==> src/rtl/ssio_pkg.sv <==
package ssio_pkg;
    localparam int SSIO_W  = 8;
    localparam int CNT_W   = $clog2(SSIO_W + 1);

    typedef struct packed {
        logic [SSIO_W-1:0] shreg;
        logic              phase;
        logic [CNT_W-1:0]  nbits;
        logic              busy;
        logic              irq;
        logic              sdo;
    } ssio_state_t;
endpackage

==> src/rtl/ssio_divider.sv <==
module ssio_divider #(
    parameter int DIV_W = 8
) (
    input  logic             clk,
    input  logic             rst_n,
    input  logic [DIV_W-1:0] div_n,
    output logic             tick
);
    logic [DIV_W-1:0] cnt_d, cnt_q;

    always_comb begin
        tick  = (cnt_q >= div_n);
        cnt_d = tick ? '0 : cnt_q + 1'b1;
    end

    always_ff @(posedge clk or negedge rst_n) begin
        if (!rst_n) cnt_q <= '0;
        else        cnt_q <= cnt_d;
    end
endmodule

==> src/rtl/ssio_edge_sync.sv <==
module ssio_edge_sync #(
    parameter int STAGES = 2
) (
    input  logic clk,
    input  logic rst_n,
    input  logic async_in,
    output logic rise,
    output logic fall
);
    logic [STAGES:0] pipe_d, pipe_q;

    always_comb begin
        pipe_d = {pipe_q[STAGES-1:0], async_in};
        rise   = pipe_q[STAGES-1] & ~pipe_q[STAGES];
        fall   = ~pipe_q[STAGES-1] & pipe_q[STAGES];
    end

    always_ff @(posedge clk or negedge rst_n) begin
        if (!rst_n) pipe_q <= '0;
        else        pipe_q <= pipe_d;
    end
endmodule

==> src/rtl/sync_serial_io.sv <==
module sync_serial_io
    import ssio_pkg::*;
#(
    parameter int DIV_W = 8
) (
    input  logic              clk,
    input  logic              rst_n,
    input  logic              wr_en,
    input  logic [SSIO_W-1:0] wr_data,
    output logic [SSIO_W-1:0] rd_data,
    input  logic              pol_sel,
    input  logic              msb_first,
    input  logic              ext_clk_sel,
    input  logic              out_en,
    input  logic [DIV_W-1:0]  div_n,
    input  logic              irq_clr,
    input  logic              sclk_in,
    output logic              sclk_out,
    output logic              sclk_oe,
    input  logic              sdi,
    output logic              sdo,
    output logic              sdo_oe,
    output logic              busy,
    output logic              irq
);
    localparam logic [CNT_W-1:0] LAST_BIT = CNT_W'(SSIO_W - 1);

    ssio_state_t st_d, st_q;
    logic        div_tick, ext_rise, ext_fall;
    logic        lead_ev, samp_ev;

    ssio_divider #(.DIV_W(DIV_W)) u_div (
        .clk   (clk),
        .rst_n (rst_n),
        .div_n (div_n),
        .tick  (div_tick)
    );

    ssio_edge_sync #(.STAGES(2)) u_sync (
        .clk      (clk),
        .rst_n    (rst_n),
        .async_in (sclk_in),
        .rise     (ext_rise),
        .fall     (ext_fall)
    );

    always_comb begin
        if (ext_clk_sel) begin
            lead_ev = st_q.busy & (pol_sel ? ext_rise : ext_fall);
            samp_ev = st_q.busy & (pol_sel ? ext_fall : ext_rise);
        end else begin
            lead_ev = st_q.busy & div_tick & ~st_q.phase;
            samp_ev = st_q.busy & div_tick &  st_q.phase;
        end
    end

    always_comb begin
        st_d = st_q;
        if (irq_clr) st_d.irq = 1'b0;
        if (!st_q.busy) begin
            st_d.phase = 1'b0;
            if (wr_en) begin
                st_d.shreg = wr_data;
                st_d.busy  = 1'b1;
                st_d.nbits = '0;
            end
        end else begin
            if (lead_ev) begin
                st_d.sdo = msb_first ? st_q.shreg[SSIO_W-1] : st_q.shreg[0];
                if (!ext_clk_sel) st_d.phase = 1'b1;
            end
            if (samp_ev) begin
                st_d.shreg = msb_first ? {st_q.shreg[SSIO_W-2:0], sdi}
                                       : {sdi, st_q.shreg[SSIO_W-1:1]};
                st_d.phase = 1'b0;
                st_d.nbits = st_q.nbits + 1'b1;
                if (st_q.nbits == LAST_BIT) begin
                    st_d.busy = 1'b0;
                    st_d.irq  = 1'b1;
                end
            end
        end
    end

    always_ff @(posedge clk or negedge rst_n) begin
        if (!rst_n) st_q <= '0;
        else        st_q <= st_d;
    end

    assign rd_data  = st_q.shreg;
    assign busy     = st_q.busy;
    assign irq      = st_q.irq;
    assign sdo      = st_q.sdo;
    assign sclk_out = ~(pol_sel ^ st_q.phase);
    assign sclk_oe  = ~ext_clk_sel;
    assign sdo_oe   = out_en & (ext_clk_sel | st_q.busy);
endmodule

==> config.mk <==
export PLATFORM = sky130hd
export DESIGN_NAME = sync_serial_io
export DESIGN_NICKNAME = d
export VERILOG_FILES = /design/src/rtl/ssio_pkg.sv /design/src/rtl/ssio_divider.sv /design/src/rtl/ssio_edge_sync.sv /design/src/rtl/sync_serial_io.sv
export SDC_FILE = /design/constraint.sdc
export NUM_CORES = 1
export LEC_CHECK = 0
export BUFFER_PORTS_ARGS = -buffer_cell sky130_fd_sc_hd__buf_2
export CORE_ASPECT_RATIO = 1.75
export CORE_MARGIN = 2
export CORE_UTILIZATION = 55
export CTS_BUF_LIST = sky130_fd_sc_hd__clkbuf_4 sky130_fd_sc_hd__clkbuf_8
export CTS_CLUSTER_SIZE = 20
export DETAILED_ROUTE_END_ITERATION = 12
export PLACE_DENSITY = 0.92
export REMOVE_ABC_BUFFERS = 1
export SYNTH_ARGS = -nofsm -noshare
export SYNTH_HDL_FRONTEND = slang
export SYNTH_HIERARCHICAL = 1
export SYNTH_SLANG_ARGS = --single-unit
export TNS_END_PERCENT = 5
==> constraint.sdc <==
create_clock -name clk -period 6 [get_ports clk]
set_clock_uncertainty 0.2 [all_clocks]
set_input_delay 0.6 -clock clk [delete_from_list [all_inputs] [get_ports clk]]
set_output_delay 0.6 -clock clk [all_outputs]
set_load 0.01 [all_outputs]
==> summary.txt, run 1 <==
Timing
  – Final cycle utilization of the critical path: 41.6%
  – Setup repair after global routing missed its margin: no
  – Max-slew violation count: 0
  – Hold slack: 126 ps
  – Worst rel slew slack: 59.8%
  – Achievable Freq: 401 MHz
  – Post-route minimum period: 2490 ps
  – Total of endpoints with negative setup slack in the final report: 0
  – Aggregate negative setup slack: 0 ps
  – Final Hold Violating Endpoints: 0
  – Slew of the pin with the lowest slew margin: 603 ps

Worst setup path
  – Ordered list of cells on the worst path: buf_2 > inv_1 > ha_1 > and3_1 > o211ai_1 > o21ai_2 > nand4b_1 > o21a_1 > or3_1 > o211ai_2
  – Delay of the slowest critical-path stage: 370 ps
  – Sort of element at the end of the critical path: flop
  – Worst Path Buf+Inv: 2
  – Crit-path max FO: 10
  – Start-to-end type of the worst setup path: input pin to flop
  – Arrival time at the worst endpoint: 2500 ps
  – Cell type group with the largest total delay on the critical path: simple AND/OR/NAND/NOR gates
  – Required time reported for the critical path endpoint: 6010 ps
  – Critical path launch point type: input pin
  – Slowest stage cell on the critical path: or3_1

Floorplan
  – Area of the die: 3510 µm²
  – Initial standard-cell utilization of the core: between 50% and 60%
  – Placeable core area: between 2000 and 3000 µm²
  – # IOs: 40
  – Die width: 45.7 µm
  – Height of the die: 76.9 µm
  – Site row count: 26

Clock tree
  – Worst-path clk slew: 90 ps
  – Maximum level of the CTS H-tree: 1
  – Hold buffers post-CTS: 0
  – Sinks on Clock Net: 27
  – Maximum buffer depth of the clock tree: 2
  – CTS tree: done
  – Clk root buf: clkbuf_8
  – Setup repair bufs after CTS: 0
  – Worst skew pair latency: 270 ps
  – Num CTS Buffers: 3
  – CTS resizes: 0

Synthesis
  – Cell area after technology mapping: 1670 µm²
  – Avg Cell Area, Syn: roughly 10 µm²
  – Cells after Synth: 166
  – Most common flop cell mapped by yosys: dfrtp_1
  – Register bit total from synthesis: 27
  – Netlist cell types: 34
  – Sequential share of the synthesized area: 40.4%
  – Async S/R FF share, synth: 100%
  – Yosys warns: 6
  – Count of flip-flops with a built-in enable after synthesis: 0

Run status
  – Run status: finished, final reports clean

Layout
  – Cell Count, Final, Fillers Out: 225
  – Layout net count: roughly 230
  – Layout cells sized above 1: about 26%
  – Antenna diode count: 0
  – Most frequent cells in the layout: buf_2 (39), dfrtp_1 (27), nand2_1 (21), mux2i_1 (19), inv_1 (12)
  – Most common cell after layout, fill and taps aside: buf_2
  – Number of fill cells in the layout: 248
  – Signed area change from the synthesized netlist to the final layout: 11.9%

Global routing
  – Overflow left after global routing: 0
  – Wire length of the first global-routing pass: ~5.5 mm
  – Largest net degree at the start of global routing: 28
  – Total GRT Usage: 20.6%
  – Number of antenna violations at the first check in global routing: 0
  – Number of global-route vias before repair: 1341

Route
  – DR WL/cell: 14.2 µm
  – Top Metal Used: met4
  – Per-cell via count in the routed design: 5.85
  – Total routed wirelength: 3.20 mm
  – Antenna-violating nets left: 0
  – TritonRoute pass-1 iters: 4
  – Met3 wire length: 169 µm
  – Total length of routed met2 wires: 1.79 mm
  – Post-route DRC: 0
  – Wire length on met1: about 1.2 mm
  – Overall via count from detail_route: 1317
  – DR iter-0 viols: 35

Min path
  – Worst hold path type: input pin to asynchronous set/reset pin

Placement
  – Placer's final routability congestion estimate: 0.794
  – Number of input and output port buffers inserted: 39
  – Final HPWL DP: 2.48 mm
  – Cell Count Post-Placement: ~220

Pwr
  – Power Density: 384 nW/µm²
  – Leakage: roughly 0.93 nW
  – Final total power: around 720 µW
  – Max IR drop VDD: 272 µV

Run
  – Number of maximum-capacitance violations: 0
worst paths after layout:
path / startpoint / depth (start not counted) / to / slack [ps]
max in group asynchronous: rst_n / 1 / u_div/cnt_q[3] / 5080
hold reg to reg: u_sync/pipe_q[0] / 0 / u_sync/pipe_q[1] / 160
setup / recovery: div_n[7] / 10 / st_q[6] / 3510
setup reg to reg: u_div/cnt_q[0] / 9 / rd_data[6] / 3520
min in group clk: u_sync/pipe_q[0] / 0 / u_sync/pipe_q[1] / 160
hold / removal: rst_n / 1 / rd_data[2] / 130
layout make-up:
type | count | area (µm²) | area share (%)
Multi-Input combinational cell | 113 | 858 | 45.9
Sequential cell | 27 | 676 | 36.1
Timing Repair Buffer | 40 | 203 | 10.8
Clock buffer | 4 | 48.8 | 2.61
Inverter | 13 | 48.8 | 2.61
Tap cell | 28 | 35.0 | 1.87
synthesized netlist by cell type, drive strengths merged (3+ instances only):
cell    instances  area, µm²
nand2          21       78.8
o21a            3       22.5
nand2b          3       26.3
xnor2           4       35.0
and3            3       18.8
mux2i          19        190
dfrtp          27        676
o21ai           3       18.8
ha             10        125
inv            12       45.0
o311a           8       80.1
xor2            4       35.0
buf            12       82.6
nand3           8       40.0
a21oi           3       15.0
nor2           10       37.5
stage by stage:
step / utilization, % / instance area (µm²) / worst slack [ps]
after global routing: 64.6 / 1870 / 3330
after global placement: 62.9 / 1820 / 3280
after detailed placement: 62.9 / 1820 / 3210
final: 64.6 / 1870 / 3510
after floorplan: - / 1580 / 3260
after CTS: 64.6 / 1870 / 3490
logic make-up (layout without fill, tap and decap cells):
logic type	Yosys count	in the layout	share of synthesized area (%)
xor gates and xnor gates	8	8	4.19
adders and majority gates	10	10	7.49
and+or+nand+nor	49	49	13.9
buffers and inverters	26	57	8.16
DFF	27	27	40.4
AOI/OAI and AO/OA	27	27	14.5
muxes	19	19	11.4
state kept, by name, summed over array words and instances, names as in the netlist:
name           count
rd_data            8
u_div/cnt_q        8
st_q               5
u_sync/pipe_q      3
busy               1
irq                1
sdo                1
report_power, final:
group / internal (mW) / switching (mW) / total [mW] / leakage, nW
logic: 0.146 / 0.137 / 0.284 / 0.595
clock network: 0.0521 / 0.0559 / 0.108 / 0.0262
registers: 0.248 / 0.0777 / 0.326 / 0.313
total: 0.447 / 0.271 / 0.718 / 0.934
worst register-to-register path: cells and delay by family, from the launching register on:
| kind | cells | cell delay, ps |
|---|---|---|
| and+or+nand+nor | 2 | 310 |
| adders and majority gates | 1 | 260 |
| AOI/OAI and AO/OA | 4 | 940 |
| buffers and inverters | 2 | 270 |
| DFF | 1 | 410 |
layer usage:
layer	vias to the layer above	GRT usage, %
met4	0	6.18
met5	-	0
li1	633	-
met2	60	39.4
met3	10	3.06
met1	614	20.6
Power figures use the tool's default switching activity.
==> inputs of run 2 (changes only) <==
==> constraint.sdc (replaced) <==
create_clock -name clk -period 2.3 [get_ports clk]
set_clock_uncertainty 0.2 [all_clocks]
set_input_delay 0.23 -clock clk [delete_from_list [all_inputs] [get_ports clk]]
set_output_delay 0.23 -clock clk [all_outputs]
set_load 0.01 [all_outputs]
==> summary.txt, run 2 (same netlist as run 1, synthesis figures left out) <==
Layout
  – Most common cell after layout, fill and taps aside: buf_2
  – Cell Count, Final, Fillers Out: 235 (+4.4%)
  – Most frequent cells in the layout: buf_2 (39), dfrtp_1 (27), nand2_1 (21), mux2i_1 (19), inv_1 (12)
  – Signed area change from the synthesized netlist to the final layout: 19.6%
  – Layout net count: 244 (+4.3%)
  – Antenna diode count: 0 (unchanged)
  – FF/Latch Area: 676 µm² (unchanged)
  – Area of the multi-input gates: 892 µm² (+3.9%)
  – Layout cells sized above 1: 30.0% (+4.1 points)
  – Number of fill cells in the layout: 216 (-13%)

Worst setup path
  – R2R Path End: rd_data[5]
  – Slowest stage cell on the critical path: dfrtp_1
  – R2R depth: 8 (-1)
  – Sort of element at the end of the critical path: flop
  – Crit-path max FO: 21 (+11)
  – Arrival time at the worst endpoint: 2240 ps (-260 ps)
  – Delay of the slowest critical-path stage: 400 ps (+30 ps)
  – Critical path launch point type: flop
  – Reg-to-reg startpoint: u_div/cnt_q[5]
  – Start-to-end type of the worst setup path: flop to flop
  – Ordered list of cells on the worst path: ha_1 > and3_4 > a221oi_2 > o21ai_2 > nand4b_1 > o21ai_2 > buf_12 > o311a_1
  – Worst Path Buf+Inv: 1 (-1)
  – Required time reported for the critical path endpoint: 2250 ps (-3760 ps)
  – Number of cells on the critical path: 8 (-2)
  – Worst path most repeated cell: o21ai_2
  – Worst R2R Setup Slack: 9 ps (-3510 ps)
  – Cell type group with the largest total delay on the critical path: compound AO/OA/AOI/OAI gates

Global routing
  – Total GRT Usage: 21.4% (+0.87 points)
  – Number of global-route vias before repair: 1308 (-2.5%)
  – Wire length of the first global-routing pass: 5.65 mm (+3.0%)
  – Largest net degree at the start of global routing: 28 (unchanged)
  – Number of antenna violations at the first check in global routing: 0 (unchanged)
  – Overflow left after global routing: 0 (unchanged)

Timing
  – Post-route minimum period: 2290 ps
  – Final cycle utilization of the critical path: 99.6%
  – Final Hold Violating Endpoints: 0 (unchanged)
  – Slew of the pin with the lowest slew margin: 600 ps (-3.06 ps)
  – Achievable Freq: 436 MHz
  – Max-slew violation count: 0 (unchanged)
  – Total of endpoints with negative setup slack in the final report: 0 (unchanged)
  – Setup repair after global routing missed its margin: yes
  – Worst rel slew slack: 60.0% (+0.20 points)

Floorplan
  – Die width: 45.7 µm (unchanged)
  – # IOs: 40 (unchanged)
  – Site row count: 26 (unchanged)
  – Height of the die: 76.9 µm (unchanged)
  – Placeable core area: 2900 µm² (unchanged)
  – Area of the die: 3510 µm² (unchanged)
  – Initial standard-cell utilization of the core: 57.7% (unchanged)

Run
  – Number of maximum-capacitance violations: 0 (unchanged)

Min path
  – Worst Hold Endpoint: rd_data[0]
  – WHS Path Cells: 4
  – Worst hold path type: input pin to flop
  – Startpoint of the worst hold path: wr_data[0]

Clock tree
  – Sinks on Clock Net: 27 (unchanged)
  – Num CTS Buffers: 3 (unchanged)
  – Worst-path clk slew: 90 ps (about the same)
  – Worst skew pair latency: 270 ps (about the same)
  – Clk root buf: clkbuf_8
  – Maximum buffer depth of the clock tree: 2 (unchanged)
  – CTS tree: done
  – Maximum level of the CTS H-tree: 1 (unchanged)

Route
  – DR iter-0 viols: 23 (-34%)
  – TritonRoute pass-1 iters: 4 (unchanged)
  – DR WL/cell: 14.7 µm (+3.4%)
  – Total routed wirelength: 3.45 mm (+8.0%)
  – Post-route DRC: 0 (unchanged)
  – Overall via count from detail_route: 1366 (+3.7%)
  – Per-cell via count in the routed design: 5.81 (-0.69%)
  – Antenna-violating nets left: 0 (unchanged)

Placement
  – Cell Count Post-Placement: 226 (+2.3%)
  – Final HPWL DP: 2.58 mm (+3.7%)
  – Placer's final routability congestion estimate: 0.822 (+3.5%)
  – Number of input and output port buffers inserted: 39 (unchanged)

Pwr
  – Leakage: 0.983 nW (+5.3%)
  – Max IR drop VDD: 690 µV (+150%)
  – Final total power: 1.94 mW (+170%)
  – Power Density: 970 nW/µm² (+150%)

Run status
  – Run status: finished, final reports clean
run 2: report_power, final:
| part | total [mW] | internal, mW | switching [mW] |
|---|---|---|---|
| clock | 0.275 | 0.136 | 0.140 |
| combinational | 0.815 | 0.428 | 0.387 |
| sequential | 0.847 | 0.648 | 0.199 |
| total | 1.94 | 1.21 | 0.725 |
run 2: per-layer routing:
| layer | up-vias | GRT usage [%] | wire length [µm] |
|---|---|---|---|
| met3 | 2 | 1.41 | 151 |
| met5 | - | 0 | 0 |
| met2 | 51 | 39.4 | 1950 |
| met1 | 653 | 24.7 | 1330 |
| met4 | 0 | 6.18 | 19 |
| li1 | 660 | - | - |
run 2: stage by stage:
stage                     cell area [µm²]  hold WS [ps]  TNS (ps)  setup slack (ps)  util [%]
after global placement               1870          63.9         0              50.1      64.6
after global routing                 2000           145     -1170              -122      69.0
final                                2000           122         0              8.67      69.0
after CTS                            1950           122         0              6.95      67.3
after floorplan                      1580          -266     -1990              -192         -
after detailed placement             1870          66.5         0              20.2      64.6
run 2: tightest hold or removal path: cells and delay by family:
family,cells,cell delay [ps]
muxes,1,50
and+or+nand+nor,1,60
AOI/OAI and AO/OA,1,140
buffers and inverters,1,70
run 2: worst max-delay path by stage:
stage	slack [ps]	endpoint	startpoint
after CTS	7	rd_data[5]	u_div/cnt_q[7]
after detailed placement	20	rd_data[1]	u_div/cnt_q[7]
after global routing	-120	rd_data[4]	u_div/cnt_q[5]
final	9	rd_data[5]	u_div/cnt_q[5]
after global placement	50	rd_data[7]	u_div/cnt_q[0]
after floorplan	-190	st_q[5]	u_div/cnt_q[7]
run 2: layout make-up:
cell class,instances,area share [%]
clock buffers,4,2.44
inverters,13,2.44
multi-input cells,113,44.6
flip-flops and latches,27,33.8
well taps,28,1.75
repair buffers,50,14.9
run 2: timing repair:
| item | 4_1_cts | 5_1_grt |
|---|---|---|
| setup endpoints to repair | 7 | 9 |
| hold buffers | 3 | 0 |
| gates resized for setup | 0 | 4 |
| setup buffers | 0 | 2 |
| hold endpoints to repair | 29 | 0 |
| pin swaps | 2 | 1 |
==> inputs of run 3 (changes only) <==
--- a/config.mk
+++ b/config.mk
@@ -5,6 +5,7 @@
 export SDC_FILE = /design/constraint.sdc
 export NUM_CORES = 1
 export LEC_CHECK = 0
+export ABC_CLOCK_PERIOD_IN_PS = 2300
 export BUFFER_PORTS_ARGS = -buffer_cell sky130_fd_sc_hd__buf_2
 export CORE_ASPECT_RATIO = 1.75
 export CORE_MARGIN = 2
==> constraint.sdc (replaced) <==
create_clock -name clk -period 2.3 [get_ports clk]
set_clock_uncertainty 0.2 [all_clocks]
set_input_delay 0.345 -clock clk [delete_from_list [all_inputs] [get_ports clk]]
set_output_delay 0.345 -clock clk [all_outputs]
set_load 0.01 [all_outputs]
==> summary.txt, run 3 (same netlist as run 1, synthesis figures left out) <==
Run status
  – Run status: finished, final reports clean

Layout
  – Cell Count, Final, Fillers Out: 237 (+0.85%)
  – Layout net count: 246 (+0.82%)
  – Most common cell after layout, fill and taps aside: buf_2
  – Area of the multi-input gates: 908 µm² (+1.8%)
  – Signed area change from the synthesized netlist to the final layout: 21.4%
  – FF/Latch Area: 677 µm² (+0.19%)
  – Antenna diode count: 0 (unchanged)
  – Layout cells sized above 1: 33.0% (+3.1 points)
  – Most frequent cells in the layout: buf_2 (39), dfrtp_1 (26), nand2_1 (20), mux2i_1 (19), inv_1 (12)
  – Number of fill cells in the layout: 226 (+4.6%)

Worst setup path
  – Delay of the slowest critical-path stage: 390 ps (about the same)
  – Arrival time at the worst endpoint: 2230 ps (about the same)
  – Slowest stage cell on the critical path: a2111oi_4
  – Worst path most repeated cell: o21ai_2
  – Crit-path max FO: 21 (unchanged)
  – Sort of element at the end of the critical path: flop
  – Required time reported for the critical path endpoint: 2260 ps (about the same)
  – Critical path launch point type: flop
  – Start-to-end type of the worst setup path: flop to flop
  – Ordered list of cells on the worst path: inv_1 > ha_1 > nand2b_4 > a2111oi_4 > o21ai_2 > nand4b_1 > o21ai_2 > buf_12 > o311a_1

Global routing
  – Number of global-route vias before repair: 1413 (+8.0%)
  – Overflow left after global routing: 0 (unchanged)
  – Largest net degree at the start of global routing: 28 (unchanged)
  – Number of antenna violations at the first check in global routing: 0 (unchanged)
  – Total GRT Usage: 22.2% (+0.74 points)
  – Wire length of the first global-routing pass: 5.93 mm (+5.0%)

Route
  – Total routed wirelength: 3.51 mm (+1.7%)
  – Overall via count from detail_route: 1367 (+0.073%)
  – Antenna-violating nets left: 0 (unchanged)
  – TritonRoute pass-1 iters: 4 (unchanged)
  – DR iter-0 viols: 31 (+35%)
  – Post-route DRC: 0 (unchanged)
  – Per-cell via count in the routed design: 5.77 (-0.77%)
  – DR WL/cell: 14.8 µm (+0.82%)

Clock tree
  – Worst-path clk slew: 90 ps (about the same)
  – Maximum level of the CTS H-tree: 1 (unchanged)
  – Maximum buffer depth of the clock tree: 2 (unchanged)
  – Num CTS Buffers: 3 (unchanged)
  – Sinks on Clock Net: 27 (unchanged)
  – CTS tree: done
  – Worst skew pair latency: 270 ps (about the same)
  – Clk root buf: clkbuf_8

Placement
  – Cell Count Post-Placement: 228 (+0.88%)
  – Final HPWL DP: 2.63 mm (+2.2%)
  – Number of input and output port buffers inserted: 39 (unchanged)
  – Placer's final routability congestion estimate: 0.798 (-2.8%)

Pwr
  – Max IR drop VDD: 744 µV (+7.9%)
  – Leakage: 0.996 nW (+1.3%)
  – Power Density: 976 nW/µm² (+0.69%)

Timing
  – Slew of the pin with the lowest slew margin: 614 ps (+14.7 ps)
  – Post-route minimum period: 2270 ps (-19.6 ps)
  – Max-slew violation count: 0 (unchanged)
  – Setup repair after global routing missed its margin: yes
  – Aggregate negative setup slack: 0 ps (unchanged)
  – Final Hold Violating Endpoints: 0 (unchanged)
  – Final cycle utilization of the critical path: 98.8% (-0.85 points)
  – Hold slack: 50.3 ps (-72.1 ps)
  – Total of endpoints with negative setup slack in the final report: 0 (unchanged)
  – Worst rel slew slack: 59.0% (-0.98 points)
  – Achievable Freq: 440 MHz (+0.86%)

Min path
  – Worst hold path type: input pin to flop

Floorplan
  – # IOs: 40 (unchanged)
  – Site row count: 26 (unchanged)
  – Placeable core area: 2900 µm² (unchanged)
  – Height of the die: 76.9 µm (unchanged)
  – Initial standard-cell utilization of the core: 57.7% (unchanged)
  – Area of the die: 3510 µm² (unchanged)
  – Die width: 45.7 µm (unchanged)

Run
  – Number of maximum-capacitance violations: 0 (unchanged)
[run 3: cell count changes in the layout (fill, tap and decap cells not counted), sizes merged]
cell and delta:
buf +3, dlygate4sd3 -1
[run 3: power breakdown]
group	switching [mW]	total [mW]	internal (mW)
logic	0.405	0.857	0.452
registers	0.192	0.842	0.650
clock network	0.145	0.281	0.136
[run 3: layer usage]
layer / GRT usage, % / wire length, µm
met1: 24.3 / 1280
met2: 41.3 / 1980
met3: 2.12 / 157
met4: 6.76 / 91
met5: 0 / 0
[run 3: final cells by class]
| class | instances | area share (%) |
|---|---|---|
| clock buffer | 4 | 2.41 |
| inverter | 13 | 2.41 |
| multi-input combinational | 113 | 44.8 |
| sequential | 27 | 33.4 |
| tap | 28 | 1.73 |
| timing repair buffer | 52 | 15.3 |
[run 3: per-stage QoR]
step / worst slack (ps) / instance area [µm²] / util, % / total power, mW
2_1_floorplan: -192 / 1580 / - / 1.34
4_1_cts: 0.357 / 1950 / 67.5 / 1.95
5_1_grt: -45.3 / 2030 / 70.1 / 2.13
3_5_place_dp: -80.6 / 1890 / 65.1 / 1.66
3_3_place_gp: -34.8 / 1890 / 65.1 / 1.61
6_report: 28.2 / 2030 / 70.1 / 1.98
[run 3: worst max-delay path: cells and delay by family, from the launching register on]
kind / cells / cell delay [ps]
AND/OR/NAND/NOR: 2 / 280
buffers and inverters: 2 / 200
adder cells (fa/ha/maj): 1 / 260
AO/OA/AOI/OAI: 4 / 860
flip-flops: 1 / 360
[run 3: path summary, 6_finish.rpt]
check / slack, ps / cells after the start / end / from
min in group asynchronous: 410 / 2 / u_sync/pipe_q[0] / rst_n
max: 30 / 9 / rd_data[5] / u_div/cnt_q[0]
max in group asynchronous: 1050 / 2 / u_div/cnt_q[2] / rst_n
min reg2reg: 150 / 0 / u_sync/pipe_q[1] / u_sync/pipe_q[0]
max reg2reg: 30 / 9 / rd_data[5] / u_div/cnt_q[0]
min: 50 / 2 / irq / irq_clr
[run 3: repair_timing]
action / 4_1_cts / 5_1_grt
setup endpoints to repair: 9 / 14
gates resized for setup: 0 / 8
buffers inserted: 0 / 3
pin swaps: 1 / 6
hold buffers: 2 / 0
hold endpoints to repair: 28 / 0
